## src/rtl/tod_pkg.sv

```systemverilog
package tod_pkg;
    localparam int NS_W    = 32;
    localparam int FRAC_W  = 32;
    localparam int SEC_W   = 32;
    localparam int DATA_W  = 64;
    localparam int ADDR_W  = 4;
    localparam int OP_W    = 3;
    localparam int OP_LSB  = 26;
    localparam int EN_BIT  = 0;
    localparam logic [NS_W-1:0] ROLL_RESET = 32'd1_000_000_000;

    localparam logic [OP_W-1:0] OP_NONE = 3'd0;
    localparam logic [OP_W-1:0] OP_SET  = 3'd1;
    localparam logic [OP_W-1:0] OP_INC  = 3'd3;
    localparam logic [OP_W-1:0] OP_DEC  = 3'd4;

    localparam logic [ADDR_W-1:0] A_CTRL     = 4'd0;
    localparam logic [ADDR_W-1:0] A_STEP     = 4'd1;
    localparam logic [ADDR_W-1:0] A_ROLL     = 4'd2;
    localparam logic [ADDR_W-1:0] A_STG_NS   = 4'd3;
    localparam logic [ADDR_W-1:0] A_STG_FRAC = 4'd4;
    localparam logic [ADDR_W-1:0] A_STG_SEC  = 4'd5;
    localparam logic [ADDR_W-1:0] A_STG_ROLL = 4'd6;
    localparam logic [ADDR_W-1:0] A_TIME_NS  = 4'd8;
    localparam logic [ADDR_W-1:0] A_TIME_SEC = 4'd9;
endpackage

```

## src/rtl/tod_regs.sv

```systemverilog
module tod_regs
    import tod_pkg::*;
#(
    parameter int N_W = NS_W,
    parameter int F_W = FRAC_W,
    parameter int S_W = SEC_W,
    parameter int D_W = DATA_W,
    parameter logic [N_W-1:0] ROLL_INIT = ROLL_RESET
) (
    input  logic              clk,
    input  logic              rst_n,
    input  logic              wr_en,
    input  logic [ADDR_W-1:0] wr_addr,
    input  logic [D_W-1:0]    wr_data,
    output logic              en,
    output logic [OP_W-1:0]   op,
    output logic [N_W+F_W-1:0] step,
    output logic [N_W-1:0]    roll,
    output logic [N_W-1:0]    stg_ns,
    output logic [F_W-1:0]    stg_frac,
    output logic [S_W-1:0]    stg_sec,
    output logic [N_W-1:0]    stg_roll
);
    localparam int STEP_W = N_W + F_W;

    typedef struct packed {
        logic              en;
        logic [OP_W-1:0]   op;
        logic [STEP_W-1:0] step;
        logic [N_W-1:0]    roll;
        logic [N_W-1:0]    stg_ns;
        logic [F_W-1:0]    stg_frac;
        logic [S_W-1:0]    stg_sec;
        logic [N_W-1:0]    stg_roll;
    } regs_t;

    regs_t cfg_d, cfg_q;

    always_comb begin
        cfg_d = cfg_q;
        // a pending opcode lives for exactly one cycle
        if (cfg_q.op != OP_NONE) cfg_d.op = OP_NONE;
        if (cfg_q.op == OP_SET)  cfg_d.roll = cfg_q.stg_roll;
        if (wr_en) begin
            case (wr_addr)
                A_CTRL: begin
                    cfg_d.en = wr_data[EN_BIT];
                    cfg_d.op = wr_data[OP_LSB +: OP_W];
                end
                A_STEP:     cfg_d.step     = wr_data[STEP_W-1:0];
                A_ROLL:     if (cfg_q.op != OP_SET) cfg_d.roll = wr_data[N_W-1:0];
                A_STG_NS:   cfg_d.stg_ns   = wr_data[N_W-1:0];
                A_STG_FRAC: cfg_d.stg_frac = wr_data[F_W-1:0];
                A_STG_SEC:  cfg_d.stg_sec  = wr_data[S_W-1:0];
                A_STG_ROLL: cfg_d.stg_roll = wr_data[N_W-1:0];
                default: ;
            endcase
        end
    end

    always_ff @(posedge clk) begin
        if (!rst_n) begin
            cfg_q          <= '0;
            cfg_q.roll     <= ROLL_INIT;
            cfg_q.stg_roll <= ROLL_INIT;
        end else begin
            cfg_q <= cfg_d;
        end
    end

    assign en       = cfg_q.en;
    assign op       = cfg_q.op;
    assign step     = cfg_q.step;
    assign roll     = cfg_q.roll;
    assign stg_ns   = cfg_q.stg_ns;
    assign stg_frac = cfg_q.stg_frac;
    assign stg_sec  = cfg_q.stg_sec;
    assign stg_roll = cfg_q.stg_roll;
endmodule

```

## src/rtl/tod_core.sv

```systemverilog
module tod_core
    import tod_pkg::*;
#(
    parameter int N_W = NS_W,
    parameter int F_W = FRAC_W,
    parameter int S_W = SEC_W
) (
    input  logic               clk,
    input  logic               rst_n,
    input  logic               en,
    input  logic [OP_W-1:0]    op,
    input  logic [N_W+F_W-1:0] step,
    input  logic [N_W-1:0]     roll,
    input  logic [N_W-1:0]     stg_ns,
    input  logic [F_W-1:0]     stg_frac,
    input  logic [S_W-1:0]     stg_sec,
    output logic [N_W-1:0]     ns,
    output logic [F_W-1:0]     frac,
    output logic [S_W-1:0]     sec
);
    localparam int ACC_W = N_W + F_W;
    localparam logic [S_W-1:0] SEC_ONE = {{(S_W-1){1'b0}}, 1'b1};

    typedef struct packed {
        logic [S_W-1:0] sec;
        logic [N_W-1:0] ns;
        logic [F_W-1:0] frac;
    } time_t;

    time_t tm_d, tm_q;

    logic [ACC_W:0] acc_sum;
    logic [N_W:0]   acc_ns;
    logic [N_W:0]   roll_x;
    logic [N_W:0]   acc_wrap;
    logic [N_W:0]   inc_sum;
    logic [N_W:0]   inc_wrap;
    logic [N_W:0]   dec_plain;
    logic [N_W:0]   dec_borrow;

    always_comb begin
        roll_x     = {1'b0, roll};
        acc_sum    = {1'b0, tm_q.ns, tm_q.frac} + {1'b0, step};
        acc_ns     = acc_sum[ACC_W:F_W];
        acc_wrap   = acc_ns - roll_x;
        inc_sum    = {1'b0, tm_q.ns} + {1'b0, stg_ns};
        inc_wrap   = inc_sum - roll_x;
        dec_plain  = {1'b0, tm_q.ns} - {1'b0, stg_ns};
        dec_borrow = {1'b0, tm_q.ns} + roll_x - {1'b0, stg_ns};

        tm_d = tm_q;
        case (op)
            OP_SET: begin
                tm_d.sec  = stg_sec;
                tm_d.ns   = stg_ns;
                tm_d.frac = stg_frac;
            end
            OP_INC: begin
                if (inc_sum >= roll_x) begin
                    tm_d.ns  = inc_wrap[N_W-1:0];
                    tm_d.sec = tm_q.sec + SEC_ONE;
                end else begin
                    tm_d.ns  = inc_sum[N_W-1:0];
                end
            end
            OP_DEC: begin
                if (tm_q.ns >= stg_ns) begin
                    tm_d.ns  = dec_plain[N_W-1:0];
                end else begin
                    tm_d.ns  = dec_borrow[N_W-1:0];
                    tm_d.sec = tm_q.sec - SEC_ONE;
                end
            end
            default: begin
                if (en) begin
                    tm_d.frac = acc_sum[F_W-1:0];
                    if (acc_ns >= roll_x) begin
                        // keep the overshoot past the second boundary
                        tm_d.ns  = acc_wrap[N_W-1:0];
                        tm_d.sec = tm_q.sec + SEC_ONE;
                    end else begin
                        tm_d.ns  = acc_ns[N_W-1:0];
                    end
                end
            end
        endcase
    end

    always_ff @(posedge clk) begin
        if (!rst_n) tm_q <= '0;
        else        tm_q <= tm_d;
    end

    assign ns   = tm_q.ns;
    assign frac = tm_q.frac;
    assign sec  = tm_q.sec;
endmodule

```

## src/rtl/tod_rdmux.sv

```systemverilog
module tod_rdmux
    import tod_pkg::*;
#(
    parameter int N_W = NS_W,
    parameter int F_W = FRAC_W,
    parameter int S_W = SEC_W,
    parameter int D_W = DATA_W
) (
    input  logic [ADDR_W-1:0]  rd_addr,
    input  logic               en,
    input  logic [OP_W-1:0]    op,
    input  logic [N_W+F_W-1:0] step,
    input  logic [N_W-1:0]     roll,
    input  logic [N_W-1:0]     stg_ns,
    input  logic [F_W-1:0]     stg_frac,
    input  logic [S_W-1:0]     stg_sec,
    input  logic [N_W-1:0]     stg_roll,
    input  logic [N_W-1:0]     ns,
    input  logic [F_W-1:0]     frac,
    input  logic [S_W-1:0]     sec,
    output logic [D_W-1:0]     rd_data
);
    always_comb begin
        rd_data = '0;
        case (rd_addr)
            A_CTRL: begin
                rd_data[EN_BIT]         = en;
                rd_data[OP_LSB +: OP_W] = op;
            end
            A_STEP:     rd_data[N_W+F_W-1:0] = step;
            A_ROLL:     rd_data[N_W-1:0]     = roll;
            A_STG_NS:   rd_data[N_W-1:0]     = stg_ns;
            A_STG_FRAC: rd_data[F_W-1:0]     = stg_frac;
            A_STG_SEC:  rd_data[S_W-1:0]     = stg_sec;
            A_STG_ROLL: rd_data[N_W-1:0]     = stg_roll;
            A_TIME_NS:  rd_data[N_W+F_W-1:0] = {ns, frac};
            A_TIME_SEC: rd_data[S_W-1:0]     = sec;
            default: ;
        endcase
    end
endmodule

```

## src/rtl/tod_counter.sv

```systemverilog
module tod_counter
    import tod_pkg::*;
(
    input  logic              clk,
    input  logic              rst_n,
    input  logic              wr_en,
    input  logic [ADDR_W-1:0] wr_addr,
    input  logic [DATA_W-1:0] wr_data,
    input  logic [ADDR_W-1:0] rd_addr,
    output logic [DATA_W-1:0] rd_data,
    output logic [SEC_W-1:0]  tod_sec,
    output logic [NS_W-1:0]   tod_ns,
    output logic [FRAC_W-1:0] tod_frac
);
    logic                    cnt_en;
    logic [OP_W-1:0]         op_code;
    logic [NS_W+FRAC_W-1:0]  step;
    logic [NS_W-1:0]         roll;
    logic [NS_W-1:0]         stg_ns;
    logic [FRAC_W-1:0]       stg_frac;
    logic [SEC_W-1:0]        stg_sec;
    logic [NS_W-1:0]         stg_roll;

    tod_regs #(.N_W(NS_W), .F_W(FRAC_W), .S_W(SEC_W), .D_W(DATA_W),
               .ROLL_INIT(ROLL_RESET)) i_regs (
        .clk(clk), .rst_n(rst_n),
        .wr_en(wr_en), .wr_addr(wr_addr), .wr_data(wr_data),
        .en(cnt_en), .op(op_code), .step(step), .roll(roll),
        .stg_ns(stg_ns), .stg_frac(stg_frac), .stg_sec(stg_sec),
        .stg_roll(stg_roll)
    );

    tod_core #(.N_W(NS_W), .F_W(FRAC_W), .S_W(SEC_W)) i_core (
        .clk(clk), .rst_n(rst_n),
        .en(cnt_en), .op(op_code), .step(step), .roll(roll),
        .stg_ns(stg_ns), .stg_frac(stg_frac), .stg_sec(stg_sec),
        .ns(tod_ns), .frac(tod_frac), .sec(tod_sec)
    );

    tod_rdmux #(.N_W(NS_W), .F_W(FRAC_W), .S_W(SEC_W), .D_W(DATA_W)) i_rdmux (
        .rd_addr(rd_addr),
        .en(cnt_en), .op(op_code), .step(step), .roll(roll),
        .stg_ns(stg_ns), .stg_frac(stg_frac), .stg_sec(stg_sec),
        .stg_roll(stg_roll),
        .ns(tod_ns), .frac(tod_frac), .sec(tod_sec),
        .rd_data(rd_data)
    );
endmodule

```

## config.mk

```make
export PLATFORM = sky130hd
export DESIGN_NAME = tod_counter
export DESIGN_NICKNAME = d
export VERILOG_FILES = /design/src/rtl/tod_pkg.sv /design/src/rtl/tod_regs.sv /design/src/rtl/tod_core.sv /design/src/rtl/tod_rdmux.sv /design/src/rtl/tod_counter.sv
export SDC_FILE = /design/constraint.sdc
export NUM_CORES = 1
export LEC_CHECK = 0
export BUFFER_PORTS_ARGS = -buffer_cell sky130_fd_sc_hd__buf_2
export CORE_ASPECT_RATIO = 1.5
export CORE_MARGIN = 2
export CORE_UTILIZATION = 63
export CTS_CLUSTER_DIAMETER = 120
export CTS_CLUSTER_SIZE = 24
export DETAILED_ROUTE_END_ITERATION = 12
export PLACE_DENSITY = 0.83
export SKIP_LAST_GASP = 1
export SLEW_MARGIN = 25
export SYNTH_ARGS = -nofsm -noshare
export SYNTH_HDL_FRONTEND = slang
export SYNTH_HIERARCHICAL = 1
export SYNTH_SLANG_ARGS = --single-unit
```

## constraint.sdc

```tcl
create_clock -name clk -period 6.4 [get_ports clk]
set_input_delay 0.32 -clock clk [delete_from_list [all_inputs] [get_ports clk]]
set_output_delay 0.32 -clock clk [all_outputs]
set_load 0.01 [all_outputs]
```

==> metrics.md, run 1 <==
| Metric | Value |
|---|---|
| Initial core utilization | 63.5% |
| EDFF count, synth | 0 |
| Port bufs | 234 |
| Hold buffers post-CTS | 1 |
| First-pass GRT wire length | 258,000 um |
| HPWL Detailed | between 100,000 and 150,000 um |
| Stopped at | global routing |
| Place WS | approximately 0.12 ns |
| Global-route usage over all layers | 66.0% |
| Err | [ERROR GRT-0116] Global routing finished with congestion. Check the congestion regions in the DRC Viewer. |
| Mean Syn Cell Area | roughly 7.3 um2 |
| Vias in the first global route | 38.6k |
| Vert. Die Dim | 278 um |
| Largest net degree at the start of global routing | 84 |
| Yosys reg bits | 324 |
| Sequential area share after synthesis | 20.6% |
| Cts repair resizes | 0 |
| Fraction of registers with async set/reset | 0% |
| Synth cell types | 106 |
| Syn Nets | approximately 4.6k |
| Setup repair bufs after CTS | 0 |
| Ys flop type | dfxtp_1 |
| Row count | 100 |
| Gr ovfl total | 16 |
| Post-DP Area | 0.0334 mm2 |
| Outcome | stopped before the end |
| Clock buffer depth | 3 |
| H-tree depth | 1 |
| Warnings, synthesis | 6 |
| CTS root buf | clkbuf_16 |
| Final RePlAce weighted congestion | 1.21 |
| Gate Count Post-Synth | 4,285 |
| CTS Buf Count | 17 |
| Clk sinks | about 320 |
| Synth Cell Area | 0.0315 mm2 |
| Die width | 187 um |
| Ports | 235 |
==> stage by stage <==
step	utilization, %	instances
after floorplan	-	4285
after global placement	67.4	5025
after detailed placement	67.4	5025
after CTS	68.3	5045
==> synthesized netlist by cell type (all sizes together), types with 85 or more instances <==
cell type | count | area [um2]
clkbuf | 209 | 793
a21oi | 516 | 2590
o21ai | 450 | 2250
nand2 | 255 | 967
buf | 125 | 782
nand3 | 262 | 1310
nor3 | 96 | 500
ha | 225 | 2820
inv | 230 | 863
xnor2 | 140 | 1230
a22oi | 85 | 638
dfxtp | 324 | 6490
nor2 | 262 | 1000
==> cells by family after synthesis <==
kind of cell	after synthesis	synth area share, %
multiplexers	69	2.31
adder cells (fa/ha/maj)	261	11.2
buffers and inverters	565	7.76
XOR/XNOR	217	6.04
AND/OR/NAND/NOR	1192	19.0
flip-flops	324	20.6
AO/OA/AOI/OAI	1657	33.1
==> layer usage <==
metal  overflow  global-route usage [%]
met1          0                    65.2
met4          8                    71.9
met5          1                    9.85
met3          0                    38.2
met2          7                    90.9
==> inputs of run 2 (changes only) <==
- CORE_ASPECT_RATIO: 1.5 -> default
- CORE_UTILIZATION: 63 -> 40
- CTS_CLUSTER_DIAMETER: 120 -> default
- CTS_CLUSTER_SIZE: 24 -> default
- PLACE_DENSITY: 0.83 -> default
- PLACE_DENSITY_LB_ADDON: default -> 0.15
==> metrics.md, run 2 <==
| Metric | Value |
|---|---|
| Outcome | complete, no violations |
| Top cells by count, synth | a21oi_1 (515), o21ai_0 (435), dfxtp_1 (324) |
| Synth top area share | 20.6% (unchanged) |
| Row count | 102 (+2.0%) |
| Worst setup EP type | flip-flop |
| Mux cell area share after synthesis | 2.31% (unchanged) |
| Final-report setup violation count | 0 |
| Wire per inst | between 20 and 30 um |
| Vert. Die Dim | 285 um (+2.4%) |
| Relative slew slack | a little under a quarter |
| Drt via density | between 6 and 7 |
| DR vias | 36.4k |
| Largest register FFs | 64 |
| Largest family of logic cells by synthesized area | compound AO/OA/AOI/OAI gates |
| Reg-to-reg startpoint | i_core/ns[0] |
| Worst Setup SP | i_core/ns[0] |
| Placed Instances | 5,413 (+7.7%) |
| Clock buffer depth | 3 (unchanged) |
| Hold Fails Final Rpt | 0 |
| Antenna Violating Nets Remaining | 0 |
| H-tree depth | 2 (+1) |
| FF-to-FF setup slack | just under 0.08 ns |
| Pre-antenna DRT Iters | 6 |
| EDFF count, synth | 0 (unchanged) |
| Clk sinks | 324 (unchanged) |
| Xor/xnor share of the synthesized area | 6.04% (unchanged) |
| First-pass GRT wire length | 235,000 um |
| Final worst path period need | approximately 6.3 ns |
| # Max-Cap Violations | 0 |
| Maximum fanout along the worst path | 9 |
| Synthesis-to-layout area growth | 13.8% |
| Vias in the first global route | 33.6k |
| Layout Skew | 0.0352 ns |
| Crit start category | flip-flop |
| CORE AREA | 0.0777 mm2 |
| Final net count | 4,789 |
| CTS Buf Count | 43 (+26) |
| Synthesized-area fraction occupied by and/or/nand/nor cells | 19.0% (unchanged) |
| Reg2Reg Capture Point | i_core/ns[29] |
| Final RePlAce weighted congestion | 1.05 (-13%) |
| Worst slew pin tran | between 1 and 1.5 ns |
| Post-layout util | between 40% and 50% |
| Top cells by area, synth | dfxtp_1 (21%), ha_1 (8.9%), a21oi_1 (8.2%) |
| Peak supply drop | roughly 0.19 mV |
| Synth Cell Area | 0.0315 mm2 (unchanged) |
| Min-Delay Startpoint | wr_data[6] |
| Final slew viol count | 0 |
| Gate Count Post-Synth | 4,285 (unchanged) |
| Count leader, synth | a21oi_1 |
| WS Path Type | flip-flop to flip-flop |
| 1st-iter DRT viols | 4,731 |
| Worst hold path class | primary input to flip-flop |
| Global-route usage over all layers | 38.9% |
| FMAX | 158 MHz |
| Initial core utilization | 40.5% (-23 points) |
| Die width | 285 um (+53%) |
| CTS root buf | clkbuf_16 |
| Post-route insts no fill | 5,526 |
| Commonest cells after routing, fill and taps aside | a21oi_1 (513), o21ai_0 (434), dfxtp_1 (324), nand3_1 (262), nor2_1 (253) |
| Worst Setup EP | i_core/ns[29] |
| WL final | ~170,000 um |
| Leak | approximately 0.015 uW |
| Sequential area share after synthesis | 20.6% (unchanged) |
| Critical Path RT | 6.88 ns |
| Fin crit share | a little over nine tenths |
| Warnings, synthesis | 6 (unchanged) |
| Yosys reg bits | 324 (unchanged) |
| Ports | 235 (unchanged) |
| Synth cell types | 106 (unchanged) |
| Post-Synth Adder-Cell Area | 11.2% (unchanged) |
| Largest net degree at the start of global routing | 105 |
| CTS tree | done |
| Synth Area in Compound Gates | 33.1% (unchanged) |
| Fraction of registers with async set/reset | 0% (unchanged) |
| Die area | 0.0810 mm2 |
| DRC violations left | 0 |
| Gr ovfl total | 0 |
| Mean Syn Cell Area | 7.35 um2 (unchanged) |
| Port bufs | 234 (unchanged) |
| CTS clock-pin slew for the worst setup and hold paths | 0.06 ns |
| Most common cell after layout, fill and taps aside | a21oi_1 |
| HPWL Detailed | 123,000 um (+2.8%) |
| Syn Nets | 4,621 (unchanged) |
| Arrival time at the worst endpoint | 6.80 ns |
| PD cells | 171 mW/mm2 |
| Clock Latency Late Sink | 0.62 ns |
| Layout cells sized above 1 | between 10% and 20% |
| Leading area contributor after synthesis | dfxtp_1 |
| Initial antenna violation count | 3 |
| Ys flop type | dfxtp_1 |
| Worst R2R Path Depth | 23 |
==> run 2: cell counts after synthesis <==
Identical to the previous run, type by type.
==> run 2: layout make-up <==
cell class                 instances  area (um2)
fill                            8028       41900
multi-input combinational       3396       22700
sequential                       324        6490
timing repair buffer             457        2990
tap                             1040        1300
clock buffer                      60        1240
inverter                         231         872
clock inverter                    17         216
antenna                            1        2.50
==> run 2: logic make-up (layout without fill, tap and decap cells) <==
kind of cell / Yosys count / in the layout
other: 0 / 1
adder cells (fa/ha/maj): 261 / 261
AND/OR/NAND/NOR: 1192 / 1192
AO/OA/AOI/OAI: 1657 / 1657
flip-flops: 324 / 324
buffers and inverters: 565 / 765
XOR/XNOR: 217 / 217
multiplexers: 69 / 69
==> run 2: repair_timing <==
action,4_1_cts,5_1_grt
gates resized for setup,0,11
hold buffers,32,0
buffers inserted,0,3
endpoints found under the hold margin,32,0
setup endpoints to repair,0,53
==> run 2: power by group <==
part	total, uW	internal, uW	switching (uW)
clock network	2530	1450	1080
registers	2090	2050	47.0
logic	1490	495	992
==> run 2: how the worst min path moves through the flow <==
stage	end	slack [ns]	cells after the start
4_1_cts	i_regs/stg_frac[4]	0.02	3
3_5_place_dp	i_regs/stg_roll[30]	0.48	2
2_1_floorplan	i_core/frac[27]	0.46	2
6_report	i_regs/stg_roll[6]	0.05	3
3_3_place_gp	i_regs/stg_roll[3]	0.47	2
5_1_grt	i_regs/step[4]	0.04	3
==> run 2: per-stage QoR <==
step / cell area (um2) / setup TNS, ns / power [uW] / setup WS (ns) / hold slack [ns]
finish: 35800 / 0 / 6110 / 0.0783 / 0.0464
global route: 35800 / -0.0642 / 6280 / -0.0642 / 0.0445
CTS: 35700 / 0 / 6080 / 0.0397 / 0.0227
detailed placement: 34000 / 0 / 3540 / 0.0470 / 0.480
global placement: 34000 / 0 / 3550 / 0.0252 / 0.474
floorplan: 31500 / 0 / 3020 / 0.982 / 0.456
==> run 2: critical path, stage by stage (launching register included) <==
cell	delay [ns]
dfxtp_1	0.59
ha_1	0.30
fa_1	0.25
nor2b_1	0.27
o211ai_1	0.18
a21oi_1	0.28
or3_1	0.22
nand3_1	0.17
o41a_1	0.38
nor2_1	0.11
nor2_1	0.05
xor2_1	0.35
ha_1	0.34
nand3_1	0.26
nor2_1	0.09
nand4b_1	0.21
o21ai_0	0.14
a221o_1	0.38
a311oi_4	0.35
and2_2	0.31
nor2_2	0.16
a221o_1	0.40
a211oi_2	0.30
a31oi_1	0.12
==> run 2: routing by layer <==
layer | GRT usage (%) | routed length [um] | vias up
li1 | - | - | 16200
met1 | 51.7 | 67600 | 17500
met2 | 59.4 | 70300 | 2245
met3 | 6.89 | 16400 | 467
met4 | 21.6 | 10900 | 6
met5 | 0 | 46 | -
(Power assumes the default switching activity.)
